==> src/rtl/pio_pkg.sv <==
`timescale 1ns/1ps
package pio_pkg;

    localparam int unsigned DW = 16;
    localparam int unsigned AW = 3;
    localparam int unsigned HW = DW / 2;

    typedef enum logic [1:0] {
        PH_IDLE   = 2'd0,
        PH_SETUP  = 2'd1,
        PH_STROBE = 2'd2,
        PH_HOLD   = 2'd3
    } phase_e;

    typedef enum logic {
        BANK_PRI = 1'b0,
        BANK_SEC = 1'b1
    } bank_e;

    typedef struct packed {
        logic          write;
        bank_e         bank;
        logic [AW-1:0] addr;
        logic [DW-1:0] wdata;
    } req_t;

    // Round a nanosecond minimum up to whole cycles, never below one.
    function automatic int unsigned ns_to_cyc(int unsigned ns, int unsigned clk_ns);
        int unsigned c;
        c = (ns + clk_ns - 1) / clk_ns;
        return (c == 0) ? 1 : c;
    endfunction

    function automatic int unsigned max3(int unsigned a, int unsigned b, int unsigned c);
        int unsigned m;
        m = (a > b) ? a : b;
        return (m > c) ? m : c;
    endfunction

    // Only offset 0 of the primary bank is a full-width register.
    function automatic logic reg_is_wide(bank_e b, logic [AW-1:0] a);
        return (b == BANK_PRI) && (a == '0);
    endfunction

    // The secondary bank implements its two top offsets only.
    function automatic logic reg_is_valid(bank_e b, logic [AW-1:0] a);
        return (b == BANK_PRI) || (a >= AW'(6));
    endfunction

    function automatic logic [DW-1:0] fit_lane(logic wide, logic [DW-1:0] d);
        return wide ? d : {{(DW-HW){1'b0}}, d[HW-1:0]};
    endfunction

endpackage

==> src/rtl/pio_decode.sv <==
`timescale 1ns/1ps
module pio_decode
    import pio_pkg::*;
(
    input  req_t          rq,
    output logic          valid,
    output logic          wide,
    output logic [DW-1:0] wdata_fit
);
    always_comb begin
        valid     = reg_is_valid(rq.bank, rq.addr);
        wide      = reg_is_wide(rq.bank, rq.addr);
        wdata_fit = fit_lane(wide, rq.wdata);
    end
endmodule

==> src/rtl/pio_timer.sv <==
`timescale 1ns/1ps
module pio_timer #(
    parameter int unsigned CW = 4
) (
    input  logic          clk,
    input  logic          rst,
    input  logic          load,
    input  logic [CW-1:0] load_val,
    output logic          expired
);
    logic [CW-1:0] cnt;

    always_ff @(posedge clk) begin
        if (rst)               cnt <= '0;
        else if (load)         cnt <= load_val;
        else if (cnt != '0)    cnt <= cnt - 1'b1;
    end

    assign expired = (cnt == '0);

    AST_TIMER_LOAD_SEEN: assert property (@(posedge clk) disable iff (rst)
        load |=> (cnt == $past(load_val)))
        else $error("timer did not take load value");
endmodule

==> src/rtl/pio_seq.sv <==
`timescale 1ns/1ps
module pio_seq
    import pio_pkg::*;
#(
    parameter int unsigned CLK_NS      = 10,
    parameter int unsigned SETUP_NS    = 25,
    parameter int unsigned STROBE_NS   = 80,
    parameter int unsigned RECOV_NS    = 30,
    parameter int unsigned EXTRA_SETUP = 2,
    parameter bit          USE_READY   = 1'b1
) (
    input  logic          clk,
    input  logic          rst,
    input  logic          req_valid,
    output logic          req_ready,
    input  logic          req_write,
    input  logic          req_bank,
    input  logic [2:0]    req_addr,
    input  logic [15:0]   req_wdata,
    output logic          rsp_done,
    output logic [15:0]   rsp_rdata,
    output logic          bus_cs0_n,
    output logic          bus_cs1_n,
    output logic [2:0]    bus_addr,
    output logic          bus_rd_n,
    output logic          bus_wr_n,
    output logic [15:0]   bus_dout,
    output logic          bus_doe,
    input  logic [15:0]   bus_din,
    input  logic          bus_rdy
);
    localparam int unsigned SETUP_CYC  = ns_to_cyc(SETUP_NS, CLK_NS) + EXTRA_SETUP;
    localparam int unsigned STROBE_CYC = ns_to_cyc(STROBE_NS, CLK_NS);
    localparam int unsigned HOLD_CYC   = ns_to_cyc(RECOV_NS, CLK_NS);
    localparam int unsigned MAX_CYC    = max3(SETUP_CYC, STROBE_CYC, HOLD_CYC);
    localparam int unsigned CW         = (MAX_CYC < 2) ? 1 : $clog2(MAX_CYC);

    phase_e        state;
    req_t          cur;
    logic          cur_wide;
    logic          hold_first;
    logic          done_q;
    logic [DW-1:0] rdata_q;

    req_t          in_req;
    logic          in_valid;
    logic          in_wide;
    logic [DW-1:0] in_wfit;
    logic          accept;
    logic          t_load;
    logic [CW-1:0] t_val;
    logic          t_exp;
    logic          drive_rdy;

    assign in_req = '{write: req_write, bank: bank_e'(req_bank),
                      addr: req_addr, wdata: req_wdata};

    pio_decode u_dec (
        .rq        (in_req),
        .valid     (in_valid),
        .wide      (in_wide),
        .wdata_fit (in_wfit)
    );

    pio_timer #(.CW(CW)) u_tmr (
        .clk      (clk),
        .rst      (rst),
        .load     (t_load),
        .load_val (t_val),
        .expired  (t_exp)
    );

    assign drive_rdy = bus_rdy || !USE_READY;
    assign req_ready = (state == PH_IDLE) && !done_q;
    assign accept    = req_valid && req_ready;

    // Phase counter reload at each phase boundary.
    always_comb begin
        t_load = 1'b0;
        t_val  = '0;
        unique case (state)
            PH_IDLE:   if (accept && in_valid) begin
                           t_load = 1'b1; t_val = CW'(SETUP_CYC - 1);
                       end
            PH_SETUP:  if (t_exp) begin
                           t_load = 1'b1; t_val = CW'(STROBE_CYC - 1);
                       end
            PH_STROBE: if (t_exp && drive_rdy) begin
                           t_load = 1'b1; t_val = CW'(HOLD_CYC - 1);
                       end
            default:   ;
        endcase
    end

    always_ff @(posedge clk) begin
        if (rst) begin
            state      <= PH_IDLE;
            cur        <= '0;
            cur_wide   <= 1'b0;
            hold_first <= 1'b0;
            done_q     <= 1'b0;
            rdata_q    <= '0;
        end else begin
            done_q     <= 1'b0;
            hold_first <= 1'b0;
            unique case (state)
                PH_IDLE: if (accept) begin
                    cur       <= in_req;
                    cur.wdata <= in_wfit;
                    cur_wide  <= in_wide;
                    if (in_valid) begin
                        state <= PH_SETUP;
                    end else begin
                        done_q  <= 1'b1;
                        rdata_q <= '0;
                    end
                end
                PH_SETUP: if (t_exp) state <= PH_STROBE;
                PH_STROBE: if (t_exp && drive_rdy) begin
                    if (!cur.write) rdata_q <= fit_lane(cur_wide, bus_din);
                    state      <= PH_HOLD;
                    hold_first <= 1'b1;
                end
                PH_HOLD: if (t_exp) begin
                    state  <= PH_IDLE;
                    done_q <= 1'b1;
                end
                default: state <= PH_IDLE;
            endcase
        end
    end

    logic active;
    assign active    = (state != PH_IDLE);
    assign bus_cs0_n = !(active && cur.bank == BANK_PRI);
    assign bus_cs1_n = !(active && cur.bank == BANK_SEC);
    assign bus_addr  = active ? cur.addr : '0;
    assign bus_rd_n  = !(state == PH_STROBE && !cur.write);
    assign bus_wr_n  = !(state == PH_STROBE &&  cur.write);
    assign bus_dout  = cur.wdata;
    assign bus_doe   = cur.write && (state == PH_SETUP || state == PH_STROBE ||
                                     (state == PH_HOLD && hold_first));
    assign rsp_done  = done_q;
    assign rsp_rdata = rdata_q;

    // ---------------- checks on the pin behaviour ----------------
    localparam logic [15:0] SU_MIN = 16'(SETUP_CYC);
    localparam logic [15:0] ST_MIN = 16'(STROBE_CYC);

    logic        cs_on, st_on;
    logic [15:0] su_len, st_len;
    assign cs_on = !bus_cs0_n || !bus_cs1_n;
    assign st_on = !bus_rd_n  || !bus_wr_n;

    always_ff @(posedge clk) begin
        if (rst) begin
            su_len <= '0;
            st_len <= '0;
        end else begin
            if (!cs_on)                          su_len <= '0;
            else if (!st_on && su_len != '1)     su_len <= su_len + 1'b1;
            if (!st_on)                          st_len <= '0;
            else if (st_len != '1)               st_len <= st_len + 1'b1;
        end
    end

    AST_STROBE_AFTER_SETUP: assert property (@(posedge clk) disable iff (rst)
        $rose(st_on) |-> (su_len >= SU_MIN))
        else $error("strobe before setup elapsed");
    AST_STROBE_MIN_WIDTH: assert property (@(posedge clk) disable iff (rst)
        $fell(st_on) |-> (st_len >= ST_MIN))
        else $error("strobe too short");
    AST_NO_DUAL_STROBE: assert property (@(posedge clk) disable iff (rst)
        !(!bus_rd_n && !bus_wr_n))
        else $error("both strobes low");
    AST_NO_DUAL_SELECT: assert property (@(posedge clk) disable iff (rst)
        !(!bus_cs0_n && !bus_cs1_n))
        else $error("both selects low");
    AST_IDLE_BUS_QUIET: assert property (@(posedge clk) disable iff (rst)
        (state == PH_IDLE) |-> (!cs_on && !st_on && !bus_doe))
        else $error("bus active while idle");
    AST_ADDR_STABLE: assert property (@(posedge clk) disable iff (rst)
        (cs_on && $past(cs_on)) |-> $stable(bus_addr))
        else $error("address moved during access");
    AST_DONE_SINGLE: assert property (@(posedge clk) disable iff (rst)
        rsp_done |=> !rsp_done)
        else $error("done longer than one cycle");
    AST_NO_DRIVE_ON_READ: assert property (@(posedge clk) disable iff (rst)
        !bus_rd_n |-> !bus_doe)
        else $error("data driven during read");
    AST_WDATA_HELD: assert property (@(posedge clk) disable iff (rst)
        $rose(bus_wr_n) |-> (bus_doe && $stable(bus_dout)))
        else $error("write data not held past strobe");
    AST_READY_ONLY_IDLE: assert property (@(posedge clk) disable iff (rst)
        req_ready |-> !cs_on)
        else $error("ready while busy");
endmodule

==> config.mk <==
export PLATFORM = sky130hd
export DESIGN_NAME = pio_seq
export DESIGN_NICKNAME = d
export VERILOG_FILES = /design/src/rtl/pio_pkg.sv /design/src/rtl/pio_decode.sv /design/src/rtl/pio_timer.sv /design/src/rtl/pio_seq.sv
export SDC_FILE = /design/constraint.sdc
export NUM_CORES = 1
export LEC_CHECK = 0
export CORE_ASPECT_RATIO = 1.25
export CORE_MARGIN = 1
export CORE_UTILIZATION = 39
export DETAILED_ROUTE_END_ITERATION = 8
export MAX_ROUTING_LAYER = met4
export PLACE_DENSITY_LB_ADDON = 0.12
export SYNTH_ARGS = -nofsm -noshare
export SYNTH_HDL_FRONTEND = slang
export SYNTH_SLANG_ARGS = --single-unit
==> constraint.sdc <==
create_clock -name clk -period 1.71 [get_ports clk]
set_input_delay 0.342 -clock clk [delete_from_list [all_inputs] [get_ports clk]]
set_output_delay 0.342 -clock clk [all_outputs]
set_load 0.02 [all_outputs]
* Word level (Yosys, flattened, before mapping)
Index checks and enable logic that the tools add are counted.
** Operators by class
- Reduce and logical (&&, ||, !) cells :: 31
- Mux-type cells :: 27
- Order comparisons :: 1
- Bitwise logic cells :: 3
- $add $sub $neg :: 1
- Equality and inequality tests :: 10
** Operators with widths (number)
- 2-to-1 mux 16 bit :: 6
- one-hot mux 16 bit (2 select lines) :: 1
- 2-to-1 mux 3 bit :: 5
- != test 2 bit, second input constant :: 7
- 2-to-1 mux 2 bit :: 6
- logical AND 1 bit :: 11
- AND reduction 5 bit :: 2
- one-hot mux 3 bit (3 select lines) :: 1
- one-hot mux 2 bit (4 select lines) :: 1
- zero test 1 bit :: 6
- zero test 3 bit :: 2
- nonzero test 2 bit :: 3
- 2-to-1 mux 1 bit :: 5
- == test 2 bit, second input constant :: 2
- >= comparator 3 bit, second input constant :: 1
- logical OR 1 bit :: 3
- inverter 1 bit :: 3
- one-hot mux 1 bit (3 select lines) :: 1
- nonzero test 3 bit :: 1
- subtractor 3 x 1 -> 3 bit, second input constant :: 1
- == test 2 x 1 -> 1 bit, second input constant :: 1
- zero test 2 bit :: 1
- one-hot mux 1 bit (2 select lines) :: 1
- AND reduction 2 bit :: 1
- OR reduction 2 bit :: 1
** Storage, ports and cells
- Flip-flop bits (word level) :: 45
- Logic and storage cells :: 83
- Bits of input ports :: 41
- Output and inout port bits :: 42

* Logic depth before layout (Yosys ltp)
- Word-level depth :: 7
- Depth in mapped cells :: 9

* Hierarchy
From an unflattened synthesis, not the netlist that was laid out.
** Unflattened totals
- Cell total of the unflattened synthesis :: 273
- Area, all modules :: 2294.7 um^2
** By module, submodules not included
- pio_seq :: cells each 232, area each 1949.4 um^2, times used 1
- pio_timer :: cells each 22, area each 206.4 um^2, times used 1
- pio_decode :: cells each 19, area each 138.9 um^2, times used 1

* Least setup slack after synthesis
No wires, ideal clock.
- Kind :: register -> register
- Start :: reg state[0]
- End :: reg rdata_q[5] (netlist: rsp_rdata[5])
- Arrival time :: 1.544 ns
- Cell stages (with the launch flop) :: 10
- Setup slack :: 0.047 ns
- Path buffers :: 3
- Data required time :: 1.591 ns
- Path through :: dfxtp_1 -> inv_1 -> ha_1 -> buf_2 -> inv_2 -> a21oi_2 -> a221o_1 -> buf_6 -> buf_12 -> mux2i_1
** On the way
- Word-level cells in the longest chain between the ends :: 5
- Elaborated cells between the ends (all ways) :: 11
** RTL lines
- start: declaration :: line pio_seq.sv:38 : phase_e state;
- start signal: assignment :: line pio_seq.sv:97 : state <= PH_IDLE;
- start signal: assignment :: line pio_seq.sv:112 : state <= PH_SETUP;
- start signal: assignment :: line pio_seq.sv:118 : PH_SETUP: if (t_exp) state <= PH_STROBE;
- zero test 2 bit :: line pio_seq.sv:74, pio_seq.sv:106
- logical AND 1 bit :: line pio_seq.sv:74 : assign req_ready = (state == PH_IDLE) && !done_q;
- logical AND 1 bit :: line pio_seq.sv:75 : assign accept = req_valid && req_ready;
- != test 2 bit (no source line)
- AND reduction 5 bit (no source line)
- end signal: assignment :: line pio_seq.sv:120 : if (!cur.write) rdata_q <= fit_lane(cur_wide, bus_din);
- end: declaration :: line pio_seq.sv:43 : logic [DW-1:0] rdata_q;
Several ways; a longest one is shown, not always the timed one.
A chain may end at the register's enable or synchronous reset.

* Worst setup path in the final report
- Start :: reg done_q (netlist: rsp_done)
- End :: out rsp_done
** RTL lines
- start: declaration :: line pio_seq.sv:42 : logic done_q;
- start signal: assignment :: line pio_seq.sv:101 : done_q <= 1'b0;
- start signal: assignment :: line pio_seq.sv:104 : done_q <= 1'b0;
- start signal: assignment :: line pio_seq.sv:114 : done_q <= 1'b1;
- end: declaration :: line pio_seq.sv:20 : output logic rsp_done,
No word-level cell between the ends.

==> out/qor.txt <==
Maxcap violations -> 0
Die H -> 83.9 um
Crit path largest cell delay -> 0.63 ns
Die W -> 67.5 um
Power Dens Cells -> 1200 nW/um^2
Setup WS pre-CTS -> -0.164 ns
Most frequent cells in the layout -> 73 x clkdlybuf4s50_1, 63 x nand2_1, 43 x dfxtp_1, 27 x buf_4, 18 x a21oi_1
Slew headroom -> 0.786
Max frequency -> 0.601 GHz
Vias per inst -> 4.80
Setup_tns -> 0 ns
FP Rows -> 29
Worst-path maximum fanout -> 4
Area after DPL -> 3010 um^2
Layout cells sized above 1 -> 0.199
Largest net degree at the start of global routing -> 17
Cells after DPL -> 386
CP required -> 1.37 ns
Synth Area per Inst -> 8.57 um^2
Postcts setup bufs -> 0
Ports -> 83
Area leader, netlist -> dfxtp_1
Routed vias -> 1885
Insertion delay to the later sink of the worst-skew pair -> 0.29 ns
Synth Register Bits -> 45
Starting DRT DRC Count -> 62
RD Place Congestion -> 0.808
GRT Total Usage -> 0.196
CP arrival -> 1.32 ns
Worst path cell trace -> clkdlybuf4s50_1
Multi-input logic area -> 1020 um^2
Ranking of synthesized cells by area -> dfxtp_1 43%, nand2_1 11%, mux2i_1 7.7%
ANT nets after route -> 0
Grt ovf -> 0
Minimum clock period -> 1.66 ns
CTS tree -> yes
Static Leak -> 1.27 nW
DRT Wirelength -> 5.07 mm
Vias in the first global route -> 1882
Mapped Cells -> 244
Reg area -> 903 um^2
First-pass GRT wire length -> 8.28 mm
Design area -> 3150 um^2
PortBufs -> 82
CTS H-Tree Depth -> 2
Avg WL per Cell -> 12.9 um
Num Clock Sinks -> 45
Peak supply drop -> 0.676 mV
Fin. max-slew vios -> 0
Commonest non-fill, non-tap cell in the layout -> clkdlybuf4s50_1
Syn Nets -> 292
Syn. warnings -> 0
Critical Path End Type -> output port
Hpwl dp -> 3.74 mm
Post-Syn Area -> 2090 um^2
ANT cells -> 0
Num CTS Buffers -> 5
Hold Fails Final Rpt -> 0
Root buffer cell -> clkbuf_8
Synth-to-Final Area Change -> 50.4%
Total Power -> 3.76 mW
Unique cell type count in the Yosys netlist -> 39
Crit path kind -> reg -> out
Bufs and invs on worst path -> 1
Status -> finished, final reports clean
DRC -> 0
Synth top area share -> 0.431
Startpoint Class -> register
CP max-delay cell -> clkdlybuf4s50_1
Initial Util -> 0.409
Clk slew on worst S/H paths -> 0.08 ns
Tcrit/Tclk final -> 0.972
Cell family with most CP delay -> buffers and inverters
Worst Skew -> 0.00478 ns
Die area -> 5660 um^2
Final setup viols -> 0
Number of fillers in the final layout -> 459
Final worst slack -> 0.0473 ns
Slew @ Worst Pin -> 0.320 ns
Drt first pass iters -> 4
CTS Buffer Depth -> 2
Register area share after synthesis -> 0.431
Worst min path class -> reg -> reg
Layout Cells excl Fill -> 393
Nets -> 379
Core area -> 5120 um^2
Initial antenna violation count -> 0
## logic make-up (layout without fill, tap and decap cells)
logic type | after synthesis | count (layout) | share of synthesized area
and+or+nand+nor | 97 | 97 | 0.207
xor gates and xnor gates | 1 | 1 | 0.00419
DFF | 45 | 45 | 0.431
AOI/OAI and AO/OA | 39 | 39 | 0.121
adders and majority gates | 7 | 7 | 0.0419
buffers and inverters | 38 | 125 | 0.113
muxes | 17 | 17 | 0.0819
## where the power goes
| group | internal, mW | switching [mW] |
|---|---|---|
| registers | 1.17 | 0.0718 |
| clock network | 0.321 | 0.350 |
| logic | 0.941 | 0.905 |
| total | 2.43 | 1.33 |
## per-layer routing
layer,track usage,part of all wire,vias to the layer above
met4,0.0522,0.010,0
met2,0.318,0.50,62
li1,-,-,958
met5,-,0,-
met1,0.233,0.42,860
met3,0.0519,0.063,5
## layout make-up
type	instances	share of cell area
flip-flops and latches	45	0.287
well taps	62	0.0247
multi-input cells	161	0.326
inverters	8	0.00955
repair buffers	110	0.325
clock buffers	7	0.0274
## registers in the layout (all words and copies together), names as in the netlist
signal,cells
state,2
rsp_rdata,16
cur,5
rsp_done,1
hold_first,1
cur_wide,1
bus_dout,16
u_tmr.cnt,3
## worst paths after layout
kind	from	end	slack, ns	cells after the start
max	rsp_done	rsp_done	0.05	1
min	cur[16]	cur[16]	0.45	2
max reg2reg	state[0]	state[1]	0.09	8
min reg2reg	cur[16]	cur[16]	0.45	2
## Yosys cell counts
| cell type | number |
|---|---|
| xnor2_1 | 1 |
| dfxtp_1 | 45 |
| nor3_1 | 2 |
| clkbuf_1 | 6 |
| a21bo_1 | 1 |
| buf_12 | 1 |
| a2111oi_0 | 1 |
| nor2_1 | 12 |
| ha_1 | 7 |
| or4_1 | 2 |
| buf_2 | 5 |
| mux2i_1 | 16 |
| buf_4 | 17 |
| or2_2 | 1 |
| clkinv_1 | 1 |
| buf_6 | 1 |
| and2_1 | 1 |
| or3_1 | 1 |
| or2b_1 | 1 |
| a21oi_2 | 1 |
| nor2_2 | 1 |
| a31o_1 | 1 |
| nand2_1 | 63 |
| nand2b_1 | 3 |
| o221a_1 | 1 |
| inv_1 | 6 |
| a21o_1 | 1 |
| a221o_1 | 1 |
| and3_1 | 1 |
| nor2b_1 | 5 |
| nand3b_1 | 2 |
| inv_2 | 1 |
| nor2b_4 | 1 |
| a22oi_1 | 8 |
| a21oi_1 | 21 |
| mux2_2 | 1 |
| o221ai_1 | 1 |
| o31ai_1 | 2 |
| and3b_1 | 1 |
## through the flow
step / hold WS, ns / util
after floorplan: 0.432 / -
after global placement: 0.441 / 0.588
after detailed placement: 0.443 / 0.588
after CTS: 0.454 / 0.602
after global routing: 0.474 / 0.615
final: 0.452 / 0.615
## repair_timing
item | CTS | global route
pin swaps | 1 | 3
hold buffers | 0 | 0
resized for setup | 35 | 21
endpoints found under the setup margin | 28 | 26
hold endpoints to repair | 0 | 0
Note: power is estimated with default switching activity, not from simulation.
